`src/rtl/mbox_pkg.sv`:
```
package mbox_pkg;
  localparam int WORD_W   = 32;
  localparam int BYTE_W   = 8;
  localparam int NCOND    = 4;
  localparam int INDEX_W  = 3;

  localparam logic [INDEX_W-1:0] IDX_IRQ  = 3'd0;
  localparam logic [INDEX_W-1:0] IDX_DATA = 3'd1;
  localparam logic [INDEX_W-1:0] IDX_STAT = 3'd2;

  // status / condition bit order, shared by the interrupt word
  localparam int C_TX_EMPTY = 0;
  localparam int C_TX_ROOM  = 1;
  localparam int C_RX_AVAIL = 2;
  localparam int C_RX_LOST  = 3;

  function automatic logic [WORD_W-1:0] lane_put(input logic [BYTE_W-1:0] b);
    return {{(WORD_W-2*BYTE_W){1'b0}}, b, {BYTE_W{1'b0}}};
  endfunction

  function automatic logic [BYTE_W-1:0] lane_get(input logic [WORD_W-1:0] w);
    return w[2*BYTE_W-1:BYTE_W];
  endfunction

  function automatic logic irq_of(input logic [NCOND-1:0] cond,
                                  input logic [2*NCOND-1:0] ctl);
    return |(cond & ctl[NCOND-1:0] & ctl[2*NCOND-1:NCOND]);
  endfunction
endpackage

```
`src/rtl/mbox_fifo.sv`:
```
module mbox_fifo #(
  parameter int DEPTH = 8,
  parameter int W     = 8
) (
  input  logic         clk,
  input  logic         rst_n,
  input  logic         push,
  input  logic [W-1:0] push_data,
  input  logic         pop,
  output logic [W-1:0] head,
  output logic         empty,
  output logic         full,
  output logic         push_drop
);
  localparam int AW = (DEPTH > 1) ? $clog2(DEPTH) : 1;
  localparam logic [AW:0]   FULL_CNT = (AW+1)'(DEPTH);
  localparam logic [AW-1:0] LAST_PTR = AW'(DEPTH-1);

  logic [W-1:0]  mem [DEPTH];
  logic [AW-1:0] wptr, rptr;
  logic [AW:0]   count;
  logic          push_ok, pop_ok;

  function automatic logic [AW-1:0] step(input logic [AW-1:0] p);
    return (p == LAST_PTR) ? '0 : p + 1'b1;
  endfunction

  assign empty     = (count == '0);
  assign full      = (count == FULL_CNT);
  assign push_ok   = push && !full;
  assign pop_ok    = pop && !empty;
  assign push_drop = push && full;
  assign head      = empty ? '0 : mem[rptr];

  always_ff @(posedge clk) begin
    if (push_ok) mem[wptr] <= push_data;
  end

  always_ff @(posedge clk) begin
    if (!rst_n) begin
      wptr  <= '0;
      rptr  <= '0;
      count <= '0;
    end else begin
      if (push_ok) wptr <= step(wptr);
      if (pop_ok)  rptr <= step(rptr);
      case ({push_ok, pop_ok})
        2'b10:   count <= count + 1'b1;
        2'b01:   count <= count - 1'b1;
        default: count <= count;
      endcase
    end
  end

  p_count_bound_r5: assert property (@(posedge clk) disable iff (!rst_n)
    count <= FULL_CNT);
  p_full_holds_r5: assert property (@(posedge clk) disable iff (!rst_n)
    (full && push && !pop) |=> (full && $stable(wptr)));
  p_empty_pop_r4: assert property (@(posedge clk) disable iff (!rst_n)
    (empty && pop && !push) |=> (empty && $stable(rptr)));
endmodule

```
`src/rtl/mbox_irq_ctl.sv`:
```
module mbox_irq_ctl
  import mbox_pkg::*;
(
  input  logic               clk,
  input  logic               rst_n,
  input  logic               ctl_we,
  input  logic [2*NCOND-1:0] ctl_wdata,
  input  logic               clr_we,
  input  logic [NCOND-1:0]   clr_bits,
  input  logic               lost_event,
  input  logic               tx_empty,
  input  logic               tx_full,
  input  logic               rx_empty,
  output logic [2*NCOND-1:0] ctl_q,
  output logic [NCOND-1:0]   cond,
  output logic               irq
);
  logic lost_q;
  logic lost_clr;

  assign lost_clr = clr_we && clr_bits[C_RX_LOST];

  always_ff @(posedge clk) begin
    if (!rst_n) begin
      ctl_q  <= '0;
      lost_q <= 1'b0;
    end else begin
      if (ctl_we) ctl_q <= ctl_wdata;
      if (lost_event)    lost_q <= 1'b1;   // a new loss wins over a clear
      else if (lost_clr) lost_q <= 1'b0;
    end
  end

  always_comb begin
    cond             = '0;
    cond[C_TX_EMPTY] = tx_empty;
    cond[C_TX_ROOM]  = !tx_full;
    cond[C_RX_AVAIL] = !rx_empty;
    cond[C_RX_LOST]  = lost_q;
  end

  assign irq = irq_of(cond, ctl_q);

  p_lost_sticky_r7: assert property (@(posedge clk) disable iff (!rst_n)
    (lost_q && !lost_clr) |=> lost_q);
  p_lost_sets_r7: assert property (@(posedge clk) disable iff (!rst_n)
    lost_event |=> lost_q);
  p_irq_needs_pair_r9: assert property (@(posedge clk) disable iff (!rst_n)
    irq |-> |(ctl_q[NCOND-1:0] & ctl_q[2*NCOND-1:NCOND]));
endmodule

```
`src/rtl/mbox_regs.sv`:
```
module mbox_regs
  import mbox_pkg::*;
#(
  parameter int DEPTH = 8
) (
  input  logic                clk,
  input  logic                rst_n,
  input  logic                bus_wr,
  input  logic                bus_rd,
  input  logic [INDEX_W-1:0]  bus_word,
  input  logic [WORD_W-1:0]   bus_wdata,
  output logic [WORD_W-1:0]   bus_rdata,
  input  logic                mcu_tx_pop,
  output logic [BYTE_W-1:0]   mcu_tx_data,
  output logic                mcu_tx_valid,
  input  logic                mcu_rx_push,
  input  logic [BYTE_W-1:0]   mcu_rx_data,
  output logic                irq
);
  logic sel_irq, sel_data, sel_stat;
  logic tx_push, rx_pop;
  logic tx_empty, tx_full, tx_drop;
  logic rx_empty, rx_full, rx_drop;
  logic [BYTE_W-1:0]  rx_head;
  logic [2*NCOND-1:0] ctl_q;
  logic [NCOND-1:0]   cond;
  logic unused_wdata_hi;

  assign sel_irq  = (bus_word == IDX_IRQ);
  assign sel_data = (bus_word == IDX_DATA);
  assign sel_stat = (bus_word == IDX_STAT);
  assign tx_push  = bus_wr && sel_data;
  assign rx_pop   = bus_rd && sel_data;
  assign unused_wdata_hi = ^{bus_wdata[WORD_W-1:2*BYTE_W], tx_drop, rx_full};

  mbox_fifo #(.DEPTH(DEPTH), .W(BYTE_W)) u_tx (
    .clk(clk), .rst_n(rst_n),
    .push(tx_push), .push_data(lane_get(bus_wdata)),
    .pop(mcu_tx_pop), .head(mcu_tx_data),
    .empty(tx_empty), .full(tx_full), .push_drop(tx_drop)
  );

  mbox_fifo #(.DEPTH(DEPTH), .W(BYTE_W)) u_rx (
    .clk(clk), .rst_n(rst_n),
    .push(mcu_rx_push), .push_data(mcu_rx_data),
    .pop(rx_pop), .head(rx_head),
    .empty(rx_empty), .full(rx_full), .push_drop(rx_drop)
  );

  mbox_irq_ctl u_ctl (
    .clk(clk), .rst_n(rst_n),
    .ctl_we(bus_wr && sel_irq), .ctl_wdata(bus_wdata[2*NCOND-1:0]),
    .clr_we(bus_wr && sel_stat), .clr_bits(bus_wdata[NCOND-1:0]),
    .lost_event(rx_drop),
    .tx_empty(tx_empty), .tx_full(tx_full), .rx_empty(rx_empty),
    .ctl_q(ctl_q), .cond(cond), .irq(irq)
  );

  assign mcu_tx_valid = !tx_empty;

  always_comb begin
    bus_rdata = '0;
    if (bus_rd) begin
      if (sel_irq)       bus_rdata = {{(WORD_W-2*NCOND){1'b0}}, ctl_q};
      else if (sel_data) bus_rdata = lane_put(rx_head);
      else if (sel_stat) bus_rdata = {{(WORD_W-NCOND){1'b0}}, cond};
    end
  end

  p_data_lane_r4: assert property (@(posedge clk) disable iff (!rst_n)
    rx_pop |-> (bus_rdata[WORD_W-1:2*BYTE_W] == '0 && bus_rdata[BYTE_W-1:0] == '0));
  p_idle_bus_zero_r2: assert property (@(posedge clk) disable iff (!rst_n)
    !bus_rd |-> (bus_rdata == '0));
  p_tx_valid_r3: assert property (@(posedge clk) disable iff (!rst_n)
    (tx_push && !tx_full) |=> mcu_tx_valid);
  p_rx_arm_r10: assert property (@(posedge clk) disable iff (!rst_n)
    (mcu_rx_push && ctl_q[C_RX_AVAIL] && ctl_q[NCOND+C_RX_AVAIL] && !bus_wr) |=> irq);
endmodule

```
`config.mk`:
```
export PLATFORM = sky130hd
export DESIGN_NAME = mbox_regs
export DESIGN_NICKNAME = d
export VERILOG_FILES = /design/src/rtl/mbox_pkg.sv /design/src/rtl/mbox_fifo.sv /design/src/rtl/mbox_irq_ctl.sv /design/src/rtl/mbox_regs.sv
export SDC_FILE = /design/constraint.sdc
export NUM_CORES = 1
export LEC_CHECK = 0
export BUFFER_PORTS_ARGS = -buffer_cell sky130_fd_sc_hd__buf_2
export CAP_MARGIN = 20
export CORE_AREA = 5 5 119 121
export DETAILED_ROUTE_END_ITERATION = 8
export DIE_AREA = 0 0 124 126
export PLACE_DENSITY = 0.78
export SLEW_MARGIN = 20
export SYNTH_ARGS = -nofsm -noshare
export SYNTH_HDL_FRONTEND = slang
export SYNTH_SLANG_ARGS = --single-unit
```
`constraint.sdc`:
```
create_clock -name clk -period 2.9 [get_ports clk]
set_clock_uncertainty 0.1 [all_clocks]
set_input_delay 0.29 -clock clk [delete_from_list [all_inputs] [get_ports clk]]
set_output_delay 0.29 -clock clk [all_outputs]
set_load 0.03 [all_outputs]
```
==> reports/qor.txt, run 1 <==
Layout cells sized above 1: 28.9%
Gpl congestion: 0.811
Critical path's slowest cell: or4_4
GRT Total Usage: 16.7%
CTS sink cnt: 163
Dominant cell type by area after synthesis: edfxtp_1
Chip width: 124 um
Global route total overflow: 0
Number of global-route vias before repair: 3867
CTS tree: done
RSZ-0062 raised after global routing: no
Clock-pin transition on the worst setup and hold timing paths: 0.06 ns
Post-synth EDFFs: 128
First-pass GRT wire length: 19.5 mm
Warning count from the yosys run: 0
Fillers: 963
Outcome: completed
ANT cells: 0
FMAX: 382 MHz
Avg WL per Cell: 17.4 um
CP max FO: 8
Post-cts resize count: 0
Top post-synthesis cells by area: edfxtp_1, mux4_2, dfxtp_1, mux2i_1, ha_1
Layout Cells excl Fill: 702
Vias per cell: 5.30
Top Ports: 91
Crit end category: flip-flop
Worst EP required: 3.14 ns
Hold Buf Count CTS: 0
DR iter-0 viols: 213
Slowest stage delay, CP: 0.58 ns
Final WL: 12.2 mm
Final Slew Violations: 0
Relative slew slack: 60.4%
Power density over the cells: 679 nW/um2
Worst vdd ir: 431 uV
Antenna violations before repair: 0
Syn_area_per_cell: 15.9 um2
Worst setup path category: flip-flop to flip-flop
Core area: 13000 um2
Largest net degree at the start of global routing: 32
Min Tclk post-route: 2.62 ns
DIE HEIGHT: 126 um
Register area share after synthesis: 65.8%
Area Growth Syn to Fin: 15.4%
Hold Fails Final Rpt: 0
Crit-path cells: or4_4 > nand4b_4 > inv_1 > ha_1 > xor2_1 > ha_1 > a21oi_1 > xor2_1 > or3_1 > a21boi_0
Post CTS Setup Buffer Count: 0
Ys async rst share: 0%
Initial Utilization: 53.2%
Setup violators final: 0
Synth Flop Type: edfxtp_1
Routed Antenna Nets: 0
Via Count: 3724
Share of the synthesized area in the top cell type: 55.6%
Sum of negative setup slack: 0 ns
DP HPWL: 7.91 mm
Die ar.: 15600 um2
Hold WC Path Type: input pin to flip-flop
CTS Root Cell: clkbuf_16
FF+latch count, synth: 163
FP Rows: 42
CP Data Arrival Time: 2.86 ns
Total power: 5410 uW
Residual DRC: 0
Netlist area before placement: 6910 um2
Max Cap Viol: 0
Clk Latency, worst-skew pair: 0.42 ns
I/O Buffers: 58
TritonCTS buffer count: 17
Actual slew at the worst max-slew pin: 0.593 ns
Period utilization: 90.2%
Fin nets: 576
CP startpoint kind: flip-flop
First-pass iteration count of the detailed router: 4
Max H-tree Level: 4
Clock Tree Buf Depth: 2
Synthesized instance count: 434
Unique masters post-synth: 45
Placed Instances: 670
LEAKAGE: 0.00286 uW
-- area by class of cell --
cell class | count | area (um2) | area share (%)
timing repair buffer | 81 | 463 | 5.81
inverter | 3 | 11.3 | 0.141
clock buffer | 18 | 429 | 5.38
tap | 176 | 220 | 2.76
sequential | 163 | 4540 | 57.0
clock inverter | 14 | 125 | 1.57
multi-input combinational | 247 | 2180 | 27.3
-- final timing paths --
check / startpoint / endpoint / slack [ns] / depth (start not counted)
max: u_rx.count[1] / u_rx.count[2] / 0.28 / 10
min: bus_wdata[4] / u_ctl.ctl_q[4] / 0.03 / 3
max reg2reg: u_rx.count[1] / u_rx.count[2] / 0.28 / 10
min reg2reg: u_ctl.ctl_q[3] / u_ctl.ctl_q[3] / 0.39 / 2
-- cells in the mapped netlist (all sizes together) (2+ instances only) --
| cell type | instances |
|---|---|
| edfxtp | 128 |
| dfxtp | 35 |
| mux4 | 32 |
| nand2 | 32 |
| buf | 30 |
| mux2i | 29 |
| nor2 | 25 |
| a21boi | 16 |
| ha | 14 |
| nor2b | 13 |
| and2 | 7 |
| nand3 | 7 |
| nor3 | 7 |
| or3 | 7 |
| clkbuf | 6 |
| nand2b | 6 |
| a21oi | 4 |
| xor2 | 4 |
| inv | 3 |
| nand4 | 3 |
| nor3b | 3 |
| nor4 | 3 |
| nor4b | 3 |
| o21ai | 3 |
| xnor2 | 2 |
-- worst max-delay path: cells and delay by family (launching register included) --
family | cells | cell delay, ns
simple gates | 3 | 1.00
fa+ha+maj | 2 | 0.45
xor+xnor | 2 | 0.26
buf+inv | 1 | 0.06
flops | 1 | 0.37
compound gates | 2 | 0.29
-- through the flow --
step | util (%) | setup slack (ns) | hold WS, ns | instance area, um2
floorplan | - | 0.245 | 0.289 | 6960
global placement | 57.2 | 0.365 | 0.371 | 7420
detailed placement | 57.2 | 0.292 | 0.380 | 7420
CTS | 61.4 | 0.280 | 0.0121 | 7970
global route | 61.4 | 0.116 | 0.0279 | 7970
finish | 61.4 | 0.284 | 0.0283 | 7970
-- placed cells by master (no fill, tap or decap), types with 2 or more instances in the layout --
master      synthesis  final
conb_1              1     16
nor2_1             25     25
nor4b_2             0      2
inv_6               0      5
or3_1               7      7
mux2i_1            29     29
nand4_1             3      3
inv_1               3      3
buf_4              18     23
o21ai_0             3      3
nand2b_1            6      6
xor2_1              4      4
edfxtp_1          128    128
ha_1               14     14
dfxtp_1            35     35
nor3b_1             3      3
a21oi_1             4      4
a21boi_0           14     14
clkinv_1            0      2
clkbuf_16           0     17
buf_2               4     58
and2_1              7      7
xnor2_1             2      2
mux4_2             32     32
nand2_1            31     31
nor2b_1            13     13
nor4_1              3      2
clkinvlp_4          0      4
nand3_1             6      6
nor3_1              7      7
-- where the power goes --
| group | switching [uW] | internal, uW |
|---|---|---|
| combinational | 427 | 289 |
| clock | 900 | 1190 |
| sequential | 41.3 | 2570 |
-- flip-flops by register name (all words and copies together), names as in the netlist, named ones only --
| register | flops |
|---|---|
| u_ctl.lost_q | 1 |
| u_rx.rptr | 3 |
| u_tx.rptr | 3 |
| u_ctl.ctl_q | 8 |
| u_rx.wptr | 3 |
| u_tx.wptr | 3 |
| u_rx.count | 4 |
| u_rx.mem | 64 |
| u_tx.mem | 64 |
| u_tx.count | 4 |
-- kinds of logic after synthesis --
logic type / after synthesis / synth area share (%)
other cells: 1 / 0.0543
buf+inv: 39 / 3.73
compound gates: 29 / 3.02
mux: 61 / 14.6
simple gates: 121 / 9.47
flops: 163 / 65.8
fa+ha+maj: 14 / 2.54
xor+xnor: 6 / 0.761
-- routing by layer --
| metal | global-route usage, % | vias up | share of wire (%) |
|---|---|---|---|
| li1 | - | 1781 | - |
| met1 | 20.0 | 1853 | 41 |
| met2 | 28.7 | 80 | 53 |
| met3 | 4.93 | 10 | 5.0 |
| met4 | 5.80 | 0 | 0.76 |
| met5 | 0 | - | 0 |
Power figures use the tool's default switching activity.
==> inputs of run 2 (changes only) <==
- CTS_BUF_LIST: unset -> sky130_fd_sc_hd__clkbuf_4 sky130_fd_sc_hd__clkbuf_8
==> run 2 against run 1 <==
  * Sequential cell count unchanged
  * Via count up 2.6%
  * Clock power down 28%
  * Critical path depth unchanged
  * Utilization up 0.17 points
  * Critical path type unchanged
  * Hold slack better by 0.0020 ns
  * Critical endpoint unchanged
  * Final cell count up 3.0%
==> reports/qor.txt, run 2 (same netlist as run 1, synthesis figures left out) <==
CP startpoint kind: flip-flop
DIE HEIGHT: 126 um (unchanged)
Largest net degree at the start of global routing: 32 (unchanged)
TritonCTS buffer count: 17 (unchanged)
Bufs and invs on worst path: 1 (unchanged)
First-pass iteration count of the detailed router: 4 (unchanged)
Max H-tree Level: 4 (unchanged)
Initial Utilization: 53.2% (unchanged)
Total power: 4860 uW (-10%)
Post-cts resize count: 0 (unchanged)
Antenna violations before repair: 0 (unchanged)
Max Cap Viol: 0 (unchanged)
Number of global-route vias before repair: 3958 (+2.4%)
Setup violators final: 0 (unchanged)
Avg WL per Cell: 17.1 um (-1.3%)
Min Tclk post-route: 2.62 ns (+0.00792 ns)
CP max FO: 8 (unchanged)
FP Rows: 42 (unchanged)
First-pass GRT wire length: 20.0 mm (+2.5%)
RSZ-0062 raised after global routing: no
Critical path's slowest cell: or4_4
Fin nets: 597 (+3.6%)
CP Data Arrival Time: 2.89 ns (+0.03 ns)
Fillers: 956 (-0.73%)
Chip width: 124 um (unchanged)
Worst vdd ir: 500 uV (+16%)
Core area: 13000 um2 (unchanged)
Crit end category: flip-flop
DP HPWL: 7.91 mm (unchanged)
Clk Latency, worst-skew pair: 0.44 ns (+0.02 ns)
Worst setup path category: flip-flop to flip-flop
CTS tree: done
Outcome: completed
Vias per cell: 5.28 (-0.43%)
Actual slew at the worst max-slew pin: 0.581 ns (-0.0124 ns)
Worst EP required: 3.16 ns (+0.02 ns)
Residual DRC: 0 (unchanged)
Hold_ws: 0.0303 ns (+0.00201 ns)
ANT cells: 0 (unchanged)
Final Slew Violations: 0 (unchanged)
Hold WC Path Type: input pin to flip-flop
Clock Tree Buf Depth: 2 (unchanged)
Gpl congestion: 0.811 (unchanged)
Period utilization: 90.5% (+0.27 points)
Routed Antenna Nets: 0 (unchanged)
Most frequent cells in the layout: edfxtp_1, buf_2, dfxtp_1, mux4_2, nand2_1
Top flop regs: u_rx.mem: 64 flops, u_tx.mem: 64 flops, u_ctl.ctl_q: 8 flops
Slowest stage delay, CP: 0.58 ns (about the same)
Clock-pin transition on the worst setup and hold timing paths: 0.08 ns (+0.02 ns)
Sum of negative setup slack: 0 ns (unchanged)
Layout cells sized above 1: 28.0% (-0.93 points)
Final WL: 12.4 mm (+1.6%)
LEAKAGE: 0.00287 uW (+0.14%)
I/O Buffers: 58 (unchanged)
Power density over the cells: 607 nW/um2 (-10%)
Global route total overflow: 0 (unchanged)
Die ar.: 15600 um2 (unchanged)
Commonest non-fill, non-tap cell in the layout: edfxtp_1
CTS Root Cell: clkbuf_8
Crit path max-delay family: simple AND/OR/NAND/NOR gates
Hold Fails Final Rpt: 0 (unchanged)
Via Count: 3819 (+2.6%)
DR iter-0 viols: 264 (+24%)
GRT Total Usage: 16.9% (+0.19 points)
Area Growth Syn to Fin: 15.8%
Top Ports: 91 (unchanged)
CTS sink cnt: 163 (unchanged)
FMAX: 381 MHz (-0.30%)
Crit-path cells: or4_4 > nand4b_4 > inv_1 > ha_1 > xor2_1 > ha_1 > a21oi_1 > xor2_1 > or3_1 > a21boi_0
Relative slew slack: 61.2% (+0.83 points)
## run 2: cell types whose count changed in the layout (fill, tap and decap cells not counted)
cell	delta
clkbuf_1	-1
dlygate4sd3_1	+21
clkbuf_8	+17
clkbuf_4	+1
clkbuf_16	-17
## run 2: final timing paths
path | startpoint | endpoint | slack [ns] | depth (start not counted)
hold reg to reg | u_ctl.ctl_q[3] | u_ctl.ctl_q[3] | 0.39 | 2
setup reg to reg | u_rx.count[1] | u_rx.count[2] | 0.28 | 10
setup / recovery | u_rx.count[1] | u_rx.count[2] | 0.28 | 10
hold / removal | mcu_rx_data[0] | u_rx.mem[4][0] | 0.03 | 1
## run 2: repair_timing
action	in CTS	in global routing
setup endpoints to repair	0	0
buffers inserted	0	0
hold buffers	21	0
hold endpoints to repair	105	0
## run 2: report_power, final
part           internal, uW  leakage [uW]  switching [uW]
Clock                   693      0.000175             819
Sequential             2560       0.00144            41.6
Combinational           307       0.00125             432
## run 2: per-layer routing
metal / up-vias / global-route usage [%] / wire (um)
met5: - / 0 / 0
met4: 0 / 5.15 / 133
met1: 1909 / 20.9 / 5270
met2: 73 / 29.3 / 6500
met3: 13 / 4.08 / 480
li1: 1824 / - / -
## run 2: metrics by stage
stage               util [%]  setup slack (ns)  cells  cell area (um2)
floorplan                  -             0.245    449             6960
global placement        57.2             0.365    670             7420
detailed placement      57.2             0.292    670             7420
CTS                     61.6             0.274    723             8000
global route            61.6             0.109    723             8000
finish                  61.6             0.276    723             8000
## run 2: final cells by class
cell class	instances	area, um2	area share (%)
Sequential cell	163	4540	56.8
Timing Repair Buffer	102	673	8.42
Multi-Input combinational cell	247	2180	27.3
Clock inverter	14	125	1.56
Tap cell	176	220	2.75
Clock buffer	18	241	3.02
Inverter	3	11.3	0.141
==> inputs of run 3 (changes only) <==
- ABC_AREA: unset -> 1
- PLACE_DENSITY: 0.78 -> 0.79
==> run 3 against run 2 <==
  * Non-clock buffer count decreased by 13
  * Hold slack got worse by 0.00061 ns
  * Final cell count increased by 28%
  * Largest power group unchanged
  * Highest routed layer unchanged
==> reports/qor.txt, run 3 <==
Min Tclk post-route: 2.53 ns (-0.0904 ns)
Clock share of power: 29.7% (-1.4 points)
Placed Instances: 873 (+30%)
Top post-synthesis cells by area: edfxtp_1, dfxtp_1, nor2_1, o21ai_0, o21ai_1
Worst EP required: 2.51 ns (-0.65 ns)
Core area: 13000 um2 (unchanged)
Die ar.: 15600 um2 (unchanged)
Routed Antenna Nets: 0 (unchanged)
Max H-tree Level: 4 (unchanged)
Commonest non-fill, non-tap cell in the layout: nor2_1
Layout cells sized above 1: 16.0% (-12 points)
DR iter-0 viols: 525 (+99%)
Critical path's slowest cell: inv_2
Hold WC Path Type: input pin to flip-flop
P_int: 4160 uW (+17%)
Synthesized instance count: 651 (+50%)
Syn_area_per_cell: 10.7 um2 (-33%)
I/O Buffers: 58 (unchanged)
Avg WL per Cell: 15.8 um (-7.9%)
Post CTS Setup Buffer Count: 0 (unchanged)
Global route total overflow: 0 (unchanged)
Clk Latency, worst-skew pair: 0.46 ns (+0.02 ns)
Cell mode on critical path: nor2_1
Outcome: completed
Max Cap Viol: 0 (unchanged)
Initial Utilization: 53.8% (+0.59 points)
TritonCTS buffer count: 17 (unchanged)
Residual DRC: 0 (unchanged)
Unique masters post-synth: 36 (-20%)
Vias per cell: 5.41 (+2.5%)
Crit end category: output pin
Hold Fails Final Rpt: 0 (unchanged)
First-pass iteration count of the detailed router: 5 (+1)
Dominant cell type by area after synthesis: edfxtp_1
Chip width: 124 um (unchanged)
DIE HEIGHT: 126 um (unchanged)
Top cells by count, synth: nor2_1, edfxtp_1, o21ai_0
ANT cells: 0 (unchanged)
Share of the synthesized area in the top cell type: 55.0% (-0.61 points)
Netlist area before placement: 6980 um2 (+1.1%)
Top Ports: 91 (unchanged)
Post-synth EDFFs: 128 (unchanged)
Clock-pin transition on the worst setup and hold timing paths: 0.08 ns (about the same)
Fin nets: 796 (+33%)
Gpl congestion: 0.825 (+1.8%)
Register area share after synthesis: 65.1% (-0.72 points)
CP Data Arrival Time: 2.14 ns (-0.75 ns)
First-pass GRT wire length: 23.6 mm (+18%)
Comb power frac: 25.0% (+9.8 points)
CP max FO: 32 (+24)
FF+latch count, synth: 163 (unchanged)
Worst vdd ir: 291 uV (-42%)
LEAKAGE: 0.00309 uW (+7.8%)
CTS Root Cell: clkbuf_8
GRT Total Usage: 19.7% (+2.8 points)
Warning count from the yosys run: 0 (unchanged)
Sw power: 2000 uW (+55%)
Via Count: 4991 (+31%)
Synth Flop Type: edfxtp_1
Flop pwr share: 45.3% (-8.3 points)
Antenna violations before repair: 0 (unchanged)
Layout Cells excl Fill: 922 (+28%)
Largest net degree at the start of global routing: 33 (+3.1%)
Period utilization: 87.4% (-3.1 points)
Setup violators final: 0 (unchanged)
DP HPWL: 9.42 mm (+19%)
Final Slew Violations: 0 (unchanged)
Count leader, synth: nor2_1
FMAX: 395 MHz (+3.6%)
Actual slew at the worst max-slew pin: 0.903 ns (+0.322 ns)
Top flop regs: u_rx.mem: 64 flops, u_tx.mem: 64 flops, u_ctl.ctl_q: 8 flops
Slowest stage delay, CP: 0.46 ns (-0.12 ns)
Final WL: 14.5 mm (+17%)
Switching Share: 32.5% (+5.9 points)
Relative slew slack: 39.6% (-22 points)
Sum of negative setup slack: 0 ns (unchanged)
CTS tree: done
Power density over the cells: 771 nW/um2 (+27%)
Ys async rst share: 0% (unchanged)
Area Growth Syn to Fin: 14.5%
Clock Tree Buf Depth: 2 (unchanged)
Worst setup path category: flip-flop to output pin
CTS sink cnt: 163 (unchanged)
RSZ-0062 raised after global routing: no
Most frequent cells in the layout: nor2_1, edfxtp_1, o21ai_0, buf_2, o21ai_1
Crit-path cells: inv_2 > o21ai_0 > o22ai_1 > nor2_1 > nor2_1 > buf_2
CP startpoint kind: flip-flop
Number of global-route vias before repair: 4980 (+26%)
FP Rows: 42 (unchanged)
[run 3: cell count changes in the layout (fill, tap and decap cells not counted), sizes merged, moves of 16 or more]
| cell | previous run | this run |
|---|---|---|
| nor2 | 25 | 167 |
| mux2i | 29 | 0 |
| o21ai | 3 | 116 |
| inv | 8 | 38 |
| a21boi | 16 | 0 |
| mux4 | 32 | 0 |
[run 3: final cells by class]
cell class / instances / area, um2
Sequential cell: 163 / 4550
Clock inverter: 14 / 213
Multi-Input combinational cell: 423 / 2060
Timing Repair Buffer: 89 / 566
Inverter: 39 / 148
Clock buffer: 18 / 241
Fill cell: 1003 / 4980
Tap cell: 176 / 220
[run 3: timing repair]
action	CTS	global route
setup endpoints to repair	0	1
resized for setup	0	1
hold buffers	17	0
hold endpoints to repair	106	0
[run 3: logic make-up after synthesis]
kind of cell    after synthesis  synth area share, %
fa+ha+maj                    14                 2.51
other cells                   1               0.0537
buf+inv                      80                 6.18
xor+xnor                      5                0.627
simple gates                233                 13.8
compound gates              155                 11.7
flops                       163                 65.1
[run 3: worst max-delay path, delay by kind of cell (launching register included)]
family / cells / cell delay (ns)
DFF: 1 / 0.44
and+or+nand+nor: 2 / 0.25
AOI/OAI and AO/OA: 2 / 0.32
buffers and inverters: 2 / 0.69
[run 3: path summary, 6_finish.rpt]
kind,start,to,slack (ns),depth (start not counted)
max,flip-flop,mcu_tx_data[2],0.37,6
min,bus_wdata[5],u_ctl.ctl_q[5],0.03,3
max reg2reg,u_tx.count[0],u_tx.count[2],0.75,13
min reg2reg,u_ctl.ctl_q[2],u_ctl.ctl_q[2],0.37,2
[run 3: metal layers]
metal	GRT usage, %	wire length [um]	vias up
li1	-	-	2391
met1	23.6	5890	2385
met2	33.2	7460	197
met3	5.83	975	18
met4	7.54	214	0
met5	0	0	-
[run 3: through the flow]
step                      hold WS (ns)  cell area [um2]  worst slack, ns  util (%)  total power (uW)
final                           0.0297             8000            0.367      61.6              6160
after global placement           0.353             7370            0.725      56.8              4280
after floorplan                  0.289             7040            0.913         -              3940
after global routing            0.0214             8000            0.113      61.6              6510
after CTS                     0.000543             8000            0.144      61.6              6190
after detailed placement         0.361             7370            0.686      56.8              4360
[run 3: power by group through the flow]
stage	clock [uW]	sequential [uW]	combinational, uW
4_1_cts	1860	2790	1540
3_3_place_gp	0	2830	1450
5_1_grt	1980	2810	1720
6_report	1830	2790	1540
3_5_place_dp	0	2840	1520
2_1_floorplan	0	2750	1190
